==> config.mk <==
export PLATFORM = sky130hd
export DESIGN_NAME = serrx_top
export DESIGN_NICKNAME = d
export VERILOG_FILES = /design/src/rtl/serrx_pkg.sv /design/src/rtl/serrx_shift.sv /design/src/rtl/serrx_parity.sv /design/src/rtl/serrx_top.sv
export SDC_FILE = /design/constraint.sdc
export NUM_CORES = 1
export LEC_CHECK = 0
export BUFFER_PORTS_ARGS = -buffer_cell sky130_fd_sc_hd__buf_2
export CAP_MARGIN = 20
export CORE_MARGIN = 2
export CORE_UTILIZATION = 59
export CTS_BUF_LIST = sky130_fd_sc_hd__clkbuf_2 sky130_fd_sc_hd__clkbuf_4 sky130_fd_sc_hd__clkbuf_8
export CTS_CLUSTER_SIZE = 28
export DETAILED_ROUTE_END_ITERATION = 8
export GPL_ROUTABILITY_DRIVEN = 0
export PLACE_DENSITY = 0.8
export SYNTH_ARGS = -nofsm -noshare
export SYNTH_HDL_FRONTEND = slang
export SYNTH_SLANG_ARGS = --single-unit
==> constraint.sdc <==
create_clock -name clk -period 4.5 [get_ports clk]
set_input_delay 0 -clock clk [delete_from_list [all_inputs] [get_ports clk]]
set_output_delay 0 -clock clk [all_outputs]
set_load 0.03 [all_outputs]
==> src/rtl/serrx_pkg.sv <==
package serrx_pkg;
  typedef enum logic [2:0] {
    S_IDLE  = 3'd0,
    S_START = 3'd1,
    S_DATA  = 3'd2,
    S_PAR   = 3'd3,
    S_STOP  = 3'd4,
    S_BRKW  = 3'd5
  } rx_state_e;

  typedef enum logic [1:0] {
    PAR_ODD  = 2'd0,
    PAR_EVEN = 2'd1,
    PAR_ONE  = 2'd2,
    PAR_ZERO = 2'd3
  } par_mode_e;
endpackage

==> src/rtl/serrx_shift.sv <==
module serrx_shift #(
  parameter int DW  = 8,
  localparam int NBW = $clog2(DW + 1)
) (
  input  logic           clk,
  input  logic           rst,
  input  logic           clr,
  input  logic           shift_en,
  input  logic           din,
  input  logic [NBW-1:0] nbits,
  output logic [DW-1:0]  data_out
);
  logic [DW-1:0]  sh_q;
  logic [NBW-1:0] sft;

  always_ff @(posedge clk) begin
    if (rst || clr) sh_q <= '0;
    else if (shift_en) sh_q <= {din, sh_q[DW-1:1]};
  end

  assign sft      = NBW'(DW) - nbits;
  assign data_out = sh_q >> sft;
endmodule

==> src/rtl/serrx_parity.sv <==
module serrx_parity #(
  parameter int DW = 8
) (
  input  logic [DW-1:0] data,
  input  logic [1:0]    mode,
  output logic          exp_bit
);
  import serrx_pkg::*;
  always_comb begin
    case (par_mode_e'(mode))
      PAR_ODD:  exp_bit = ~(^data);
      PAR_EVEN: exp_bit = ^data;
      PAR_ONE:  exp_bit = 1'b1;
      default:  exp_bit = 1'b0;
    endcase
  end
endmodule

==> src/rtl/serrx_top.sv <==
module serrx_top #(
  parameter int OVS = 16,
  parameter int DW  = 8
) (
  input  logic          clk,
  input  logic          rst,
  input  logic          tick,
  input  logic          rxd,
  input  logic [1:0]    cfg_wlen,
  input  logic          cfg_par_en,
  input  logic [1:0]    cfg_par_sel,
  output logic          out_valid,
  output logic [DW-1:0] out_data,
  output logic          out_perr,
  output logic          out_ferr,
  output logic          out_brk
);
  import serrx_pkg::*;

  localparam int CW   = $clog2(OVS);
  localparam int NBW  = $clog2(DW + 1);
  localparam int MINW = DW - 3;
  localparam logic [CW-1:0] HALF_M1 = CW'(OVS / 2 - 1);
  localparam logic [CW-1:0] LAST    = CW'(OVS - 1);

  rx_state_e      state_q;
  logic [CW-1:0]  cnt_q;
  logic [NBW-1:0] bitn_q;
  logic           zero_q;
  logic           par_q;
  logic [NBW-1:0] nbits;
  logic [DW-1:0]  sh_data;
  logic           exp_par;
  logic           at_last, start_ok, resync, shift_en;

  assign nbits    = NBW'(MINW) + NBW'(cfg_wlen);
  assign at_last  = tick && (cnt_q == LAST);
  assign start_ok = tick && (state_q == S_START) && (cnt_q == HALF_M1) && !rxd;
  assign resync   = at_last && (state_q == S_STOP) && !rxd && !zero_q;
  assign shift_en = at_last && (state_q == S_DATA);

  serrx_shift #(.DW(DW)) u_shift (
    .clk      (clk),
    .rst      (rst),
    .clr      (start_ok || resync),
    .shift_en (shift_en),
    .din      (rxd),
    .nbits    (nbits),
    .data_out (sh_data)
  );

  serrx_parity #(.DW(DW)) u_par (
    .data    (sh_data),
    .mode    (cfg_par_sel),
    .exp_bit (exp_par)
  );

  always_ff @(posedge clk) begin
    out_valid <= 1'b0;
    if (rst) begin
      state_q  <= S_IDLE;
      cnt_q    <= '0;
      bitn_q   <= '0;
      zero_q   <= 1'b1;
      par_q    <= 1'b0;
      out_data <= '0;
      out_perr <= 1'b0;
      out_ferr <= 1'b0;
      out_brk  <= 1'b0;
    end else if (tick) begin
      case (state_q)
        S_IDLE: begin
          if (!rxd) begin
            state_q <= S_START;
            cnt_q   <= '0;
          end
        end
        S_START: begin
          if (cnt_q == HALF_M1) begin
            cnt_q <= '0;
            if (!rxd) begin
              state_q <= S_DATA;
              bitn_q  <= '0;
              zero_q  <= 1'b1;
            end else begin
              state_q <= S_IDLE;
            end
          end else begin
            cnt_q <= cnt_q + 1'b1;
          end
        end
        S_DATA: begin
          if (cnt_q == LAST) begin
            cnt_q  <= '0;
            bitn_q <= bitn_q + 1'b1;
            if (rxd) zero_q <= 1'b0;
            if (bitn_q == nbits - 1'b1)
              state_q <= cfg_par_en ? S_PAR : S_STOP;
          end else begin
            cnt_q <= cnt_q + 1'b1;
          end
        end
        S_PAR: begin
          if (cnt_q == LAST) begin
            cnt_q   <= '0;
            par_q   <= rxd;
            state_q <= S_STOP;
            if (rxd) zero_q <= 1'b0;
          end else begin
            cnt_q <= cnt_q + 1'b1;
          end
        end
        S_STOP: begin
          if (cnt_q == LAST) begin
            cnt_q     <= '0;
            out_valid <= 1'b1;
            if (rxd) begin
              out_data <= sh_data;
              out_perr <= cfg_par_en && (par_q != exp_par);
              out_ferr <= 1'b0;
              out_brk  <= 1'b0;
              state_q  <= S_IDLE;
            end else if (zero_q) begin
              out_data <= '0;
              out_perr <= 1'b0;
              out_ferr <= 1'b1;
              out_brk  <= 1'b1;
              state_q  <= S_BRKW;
            end else begin
              out_data <= sh_data;
              out_perr <= cfg_par_en && (par_q != exp_par);
              out_ferr <= 1'b1;
              out_brk  <= 1'b0;
              state_q  <= S_DATA;
              bitn_q   <= '0;
              zero_q   <= 1'b1;
            end
          end else begin
            cnt_q <= cnt_q + 1'b1;
          end
        end
        S_BRKW: begin
          if (rxd) state_q <= S_IDLE;
        end
        default: state_q <= S_IDLE;
      endcase
    end
  end
endmodule

# Word-level counts from Yosys, hierarchy flattened
# Index checks and enable logic that the tools add are counted.
# W data, S select, Z words.
[totals]
ff_bits = 33
inputBits = 9
[classes]
addsub = 5
n_eq_ne = 23
shifts = 1
n_mux = 37
bitwise_logic = 3
reduce_logical = 28
[op_table]
columns = ["operator", "count"]
rows = [
  ["$mux W4", 8],
  ["$mux W3", 10],
  ["$pmux W4 S3", 2],
  ["$pmux W3 S6", 1],
  ["$mux W8", 2],
  ["$ne A2 B2 Y1 const B", 8],
  ["$reduce_and A8 Y1", 2],
  ["$mux W1", 11],
  ["$logic_and A1 B1 Y1", 9],
  ["$reduce_and A3 Y1", 3],
  ["$reduce_bool A3 Y1", 3],
  ["$add A4 B1 Y4 const B", 2],
  ["$ne A2 B1 Y1 const B", 4],
  ["$reduce_xor A8 Y1", 1],
  ["$shr A8 B4 Y8", 1],
  ["$eq A3 B2 Y1 const B", 2],
  ["$eq A3 B3 Y1 const B", 2],
  ["$pmux W1 S3", 2],
  ["$reduce_and A6 Y1", 1],
  ["$reduce_or A3 Y1", 2],
  ["$add A3 B2 Y4 const A", 1],
  ["$eq A4 B3 Y1 const B", 1],
  ["$eq A4 B4 Y1", 1],
  ["$eq A4 B4 Y1 const B", 1],
  ["13 further kinds", 17],
]

# Depth between registers and ports, before layout
[logic_depth]
depth_word = 10
mapped_depth = 9

# Modules after synthesis
# From an unflattened synthesis, not the netlist that was laid out.
[unflattened]
cells_unflattened = 245
hier_area_um2 = 2174.6
[modules_own_cells]
columns = ["module", "instances", "cells_each", "area_per_inst_um2"]
rows = [
  ["serrx_top", 1, 170, 1448.9],
  ["serrx_shift", 1, 66, 651.9],
  ["serrx_parity", 1, 9, 73.8],
]

# Least setup slack after synthesis
# OpenSTA, ideal clock, no wires.
[synth_timing]
kind = "input to register"
from = "in cfg_wlen[0]"
to = "reg out_perr"
setup_ns = 0.072
arrival_time_ns = 2.061
t_required_ns = 4.428
setup_slack_ns = 2.367
stages = 7
n_path_buf = 1
cell_sequence = "ha_1 -> buf_6 -> mux4_1 -> xnor3_1 -> or3_1 -> a21oi_2 -> mux2i_1"
[synth_via]
elab_chain_cells = 10
[synth_lines]
columns = ["item", "line", "rtl"]
rows = [
  ["from (decl)", "serrx_top.sv:9", "input logic [1:0] cfg_wlen,"],
  ["$add A3 B2 Y4 *", "serrx_top.sv:36", "assign nbits = NBW'(MINW) + NBW'(cfg_wlen);"],
  ["$sub A4 B4 Y4 *", "serrx_shift.sv:21", "assign sft = NBW'(DW) - nbits;"],
  ["$shr A8 B4 Y8 *", "serrx_shift.sv:22", "assign data_out = sh_q >> sft;"],
  ["$reduce_xor A8 Y1 *", "serrx_parity.sv:11, serrx_parity.sv:12", ""],
  ["$not A1 Y1", "serrx_parity.sv:11", "PAR_ODD: exp_bit = ~(^data);"],
  ["$pmux W1 S3 *", "serrx_parity.sv:10", "case (par_mode_e'(mode))"],
  ["$ne A1 B1 Y1 *", "serrx_top.sv:119, serrx_top.sv:131", ""],
  ["$logic_and A1 B1 Y1 *", "serrx_top.sv:119, serrx_top.sv:131", ""],
  ["$mux W1", "serrx_top.sv:123", "end else if (zero_q) begin"],
  ["$mux W1 *", "serrx_top.sv:117", "if (rxd) begin"],
  ["to (signal assigned)", "serrx_top.sv:119", "out_perr <= cfg_par_en && (par_q != exp_par);"],
  ["to (signal assigned)", "serrx_top.sv:131", "out_perr <= cfg_par_en && (par_q != exp_par);"],
  ["to (decl)", "serrx_top.sv:14", "output logic out_perr,"],
]
# Every way passes the cells marked *; elsewhere a longest branch is shown, timed or not.
# A chain may end at the register's enable or synchronous reset.

# Final worst setup path
[layout_timing]
from = "reg cnt_q[0]"
to = "reg state_q[0]"
[layout_via]
elab_chain_cells = 3
elab_cells_between_ends = 7
[layout_lines]
columns = ["item", "line", "rtl"]
rows = [
  ["from (decl)", "serrx_top.sv:27", "logic [CW-1:0] cnt_q;"],
  ["from (signal assigned)", "serrx_top.sv:89", "cnt_q <= cnt_q + 1'b1;"],
  ["from (signal assigned)", "serrx_top.sv:100", "cnt_q <= cnt_q + 1'b1;"],
  ["from (signal assigned)", "serrx_top.sv:110", "cnt_q <= cnt_q + 1'b1;"],
  ["$eq A4 B3 Y1 or $eq A4 B4 Y1 (tied branches)", "-", ""],
  ["$ne A2 B1 Y1 (no line) or $ne A2 B2 Y1 (tied branches)", "-", ""],
  ["$reduce_and A8 Y1 (no line) *", "-", ""],
  ["to (signal assigned)", "serrx_top.sv:98", "state_q <= cfg_par_en ? S_PAR : S_STOP;"],
  ["to (decl)", "serrx_top.sv:26", "rx_state_e state_q;"],
]
# Marks and branches as above.

==> run metrics <==
CTS tree done; total leakage power 0.794 nW; number of violations reported at the end of detailed-routing iteration 0 between 100 and 150; Std-Cell Core Area 3100 um2; tightest slew margin relative to the limit 42.1%; number of synthesized register bits 33; instance count of the mapped netlist 227; post-synth top area cell sky130_fd_sc_hd__dfxtp_1; number of diodes added for antenna fixing 0; wire length per cell around 14 um; Yosys top cell area share about a third; proportion of power drawn by flip-flops and latches 46.8%; number of cell rows 20; FFs w/ async S/R, synth 0%; internal power summed over all cells 0.470 mW; peak ir drop on the vdd network 288 uV; num ports 21; Clock Tree Buf Depth 2; all-layer global routing usage 22.7%; Post-Synthesis Net Count 240; Die Height between 60 and 70 um; CTS Root Cell sky130_fd_sc_hd__clkbuf_4; Maximum Capacitance Violations 0; largest fanout on the critical path 8; Initial DRT Pass Iterations 4; clock-pin transition on the worst setup and hold timing paths 100 ps; area of all placed cells without fillers 2100 um2; # setup viols final 0; global-route wire length before repair 6250 um; post-route minimum period roughly 2400 ps; H-Tree Level Count 2; post-route DRC violation count 0; crit path kind flip-flop to flip-flop; status complete, no violations; Top FF cell, synth sky130_fd_sc_hd__dfxtp_1; endpoints failing hold 0; pwr dens around 360 nW/um2; post-synthesis sequential area ratio 33.8%; most area-consuming cells after synthesis sky130_fd_sc_hd__dfxtp_1, sky130_fd_sc_hd__mux2i_1, sky130_fd_sc_hd__nor2_1; final critical-path share of the clock period a little over half; HPWL after detailed placement around 2700 um; cts hold-fix bufs 1; initial core utilization 63.0%; Hold Crit Class input pin to flip-flop; Cell Area, Placed 2040 um2; antenna violations before repair 0; utilization after layout 67.7%; final total negative setup slack 0 ps; mean instance size in the synthesized netlist 8.62 um2; required time of the critical path between 4000 and 5000 ps; clock skew after layout ~11 ps; nature of the critical path endpoint flip-flop; total of buffers placed on input and output ports 20; Net Switching 0.284 mW; most instantiated library cell after synthesis sky130_fd_sc_hd__dfxtp_1; Area Growth Syn to Fin 7.49%; worst-margin pin slew 855 ps; share of cells above drive strength 1 15.8%; total detailed-routing wirelength 3870 um; combinational power share 30.9%; total clock sinks 33; cell area after synthesis 1960 um2; via count of the first global-routing pass 1,344; full die area 3790 um2; number of nets with antenna violations after routing 0; EDFF count, synth 0; Clock Power Share approximately 22%; number of vias per cell 5.75; number of CTS-inserted buffers 5; total design power between 0.7 and 0.8 mW; post_cts resized 0; Die X around 60 um; fin. max-slew vios 0; fmax 0.415 GHz; signal arrival time at the worst endpoint approximately 2700 ps; Layout Nets approximately 250; vias after detailed routing 1,638; most instantiated cells after synthesis sky130_fd_sc_hd__dfxtp_1, sky130_fd_sc_hd__nor2_1, sky130_fd_sc_hd__a21oi_1, sky130_fd_sc_hd__nand2_1, sky130_fd_sc_hd__mux2i_1; Yosys cell types 51; latest clock arrival within the worst-skew pair 350 ps; total congestion overflow after global routing 0; unrepaired setup endpoints after global routing no; Yosys warning total 0; fraction of power spent switching nets approximately 38%; pin count of the biggest net entering global routing 23; Critical Path Source Type flip-flop; total setup buffers inserted after CTS 0
==> worst max-delay path, cell delays in order (launching register included) <==
cell,delay [ps]
sky130_fd_sc_hd__dfxtp_1,390
sky130_fd_sc_hd__ha_1,250
sky130_fd_sc_hd__and3_1,350
sky130_fd_sc_hd__o2bb2ai_1,170
sky130_fd_sc_hd__a21bo_2,260
sky130_fd_sc_hd__or2_1,270
sky130_fd_sc_hd__or4_1,520
sky130_fd_sc_hd__a21oi_1,130
==> power groups by stage <==
stage          clock network (mW)  registers (mW)  logic (mW)
2_1_floorplan                   0           0.329       0.220
3_3_place_gp                    0           0.358       0.226
3_5_place_dp                    0           0.357       0.230
4_1_cts                     0.175           0.351       0.232
5_1_grt                     0.183           0.359       0.268
6_report                    0.168           0.352       0.233
==> layer usage <==
| layer | track usage [%] | up-vias | share of wire [%] |
|---|---|---|---|
| met2 | 31.4 | 44 | 43 |
| met5 | 0 | - | 0 |
| met1 | 33.1 | 748 | 50 |
| met3 | 6.30 | 6 | 5.6 |
| li1 | - | 840 | - |
| met4 | 9.12 | 0 | 1.7 |
==> worst paths after layout <==
path	slack (ps)	endpoint	from	cells after the start
min reg2reg	450	out_data[4]$_SDFFE_PP0P_	out_data[4]$_SDFFE_PP0P_	2
max	2090	state_q[0]$_SDFFE_PP0P_	cnt_q[0]$_SDFFE_PP0P_	7
min	20	par_q$_SDFFE_PP0P_	rxd	3
max reg2reg	2090	state_q[0]$_SDFFE_PP0P_	cnt_q[0]$_SDFFE_PP0P_	7
==> stage by stage <==
stage	cells	hold slack, ps	worst slack [ps]
CTS	285	10.5	2120
finish	285	24.2	2090
global placement	276	285	1890
detailed placement	276	300	1810
global route	285	32.9	1930
floorplan	227	78.7	2370
==> cell type report <==
type                       instances  area, um2
multi-input combinational        175       1210
timing repair buffer              21        110
inverter                           4       15.0
clock buffer                       5       37.5
sequential                        33        661
fill                             273       1000
tap                               44       55.1
clock inverter                     3       17.5
==> cell families (layout without fill, tap and decap cells) <==
group	count (synthesis)	count (layout)	share of synthesized area (%)
AO/OA/AOI/OAI	50	50	16.0
XOR/XNOR	12	12	6.46
multiplexers	19	19	13.4
adder cells (fa/ha/maj)	4	4	2.56
flip-flops	33	33	33.8
buffers and inverters	19	33	4.54
AND/OR/NAND/NOR	90	90	23.3
==> placed cells by master, fill, tap and decap left out, types with 3 or more instances in the layout <==
cell | Yosys | routed
sky130_fd_sc_hd__and3_1 | 4 | 4
sky130_fd_sc_hd__dfxtp_1 | 33 | 33
sky130_fd_sc_hd__clkbuf_4 | 0 | 5
sky130_fd_sc_hd__nor3b_1 | 3 | 3
sky130_fd_sc_hd__mux2i_1 | 13 | 13
sky130_fd_sc_hd__a21oi_1 | 18 | 18
sky130_fd_sc_hd__nor2_1 | 28 | 28
sky130_fd_sc_hd__xor2_1 | 4 | 4
sky130_fd_sc_hd__nand4_1 | 4 | 4
sky130_fd_sc_hd__o21ai_0 | 11 | 11
sky130_fd_sc_hd__inv_1 | 4 | 4
sky130_fd_sc_hd__xnor2_1 | 6 | 6
sky130_fd_sc_hd__nand2b_1 | 5 | 5
sky130_fd_sc_hd__nand3_1 | 9 | 9
sky130_fd_sc_hd__buf_2 | 2 | 20
sky130_fd_sc_hd__mux4_2 | 3 | 3
sky130_fd_sc_hd__nand2_1 | 14 | 14
sky130_fd_sc_hd__nor2b_1 | 6 | 6
sky130_fd_sc_hd__nor3_1 | 5 | 5
sky130_fd_sc_hd__ha_1 | 4 | 4
==> sequential cells by signal, summed over array words and instances, names as in the netlist <==
| signal | flops |
|---|---|
| out_data | 8 |
| u_shift.sh_q | 8 |
| bitn_q | 4 |
| cnt_q | 4 |
| state_q | 3 |
| out_brk | 1 |
| out_ferr | 1 |
| out_perr | 1 |
| out_valid | 1 |
| par_q | 1 |
| zero_q | 1 |
Power figures use the tool's default switching activity.
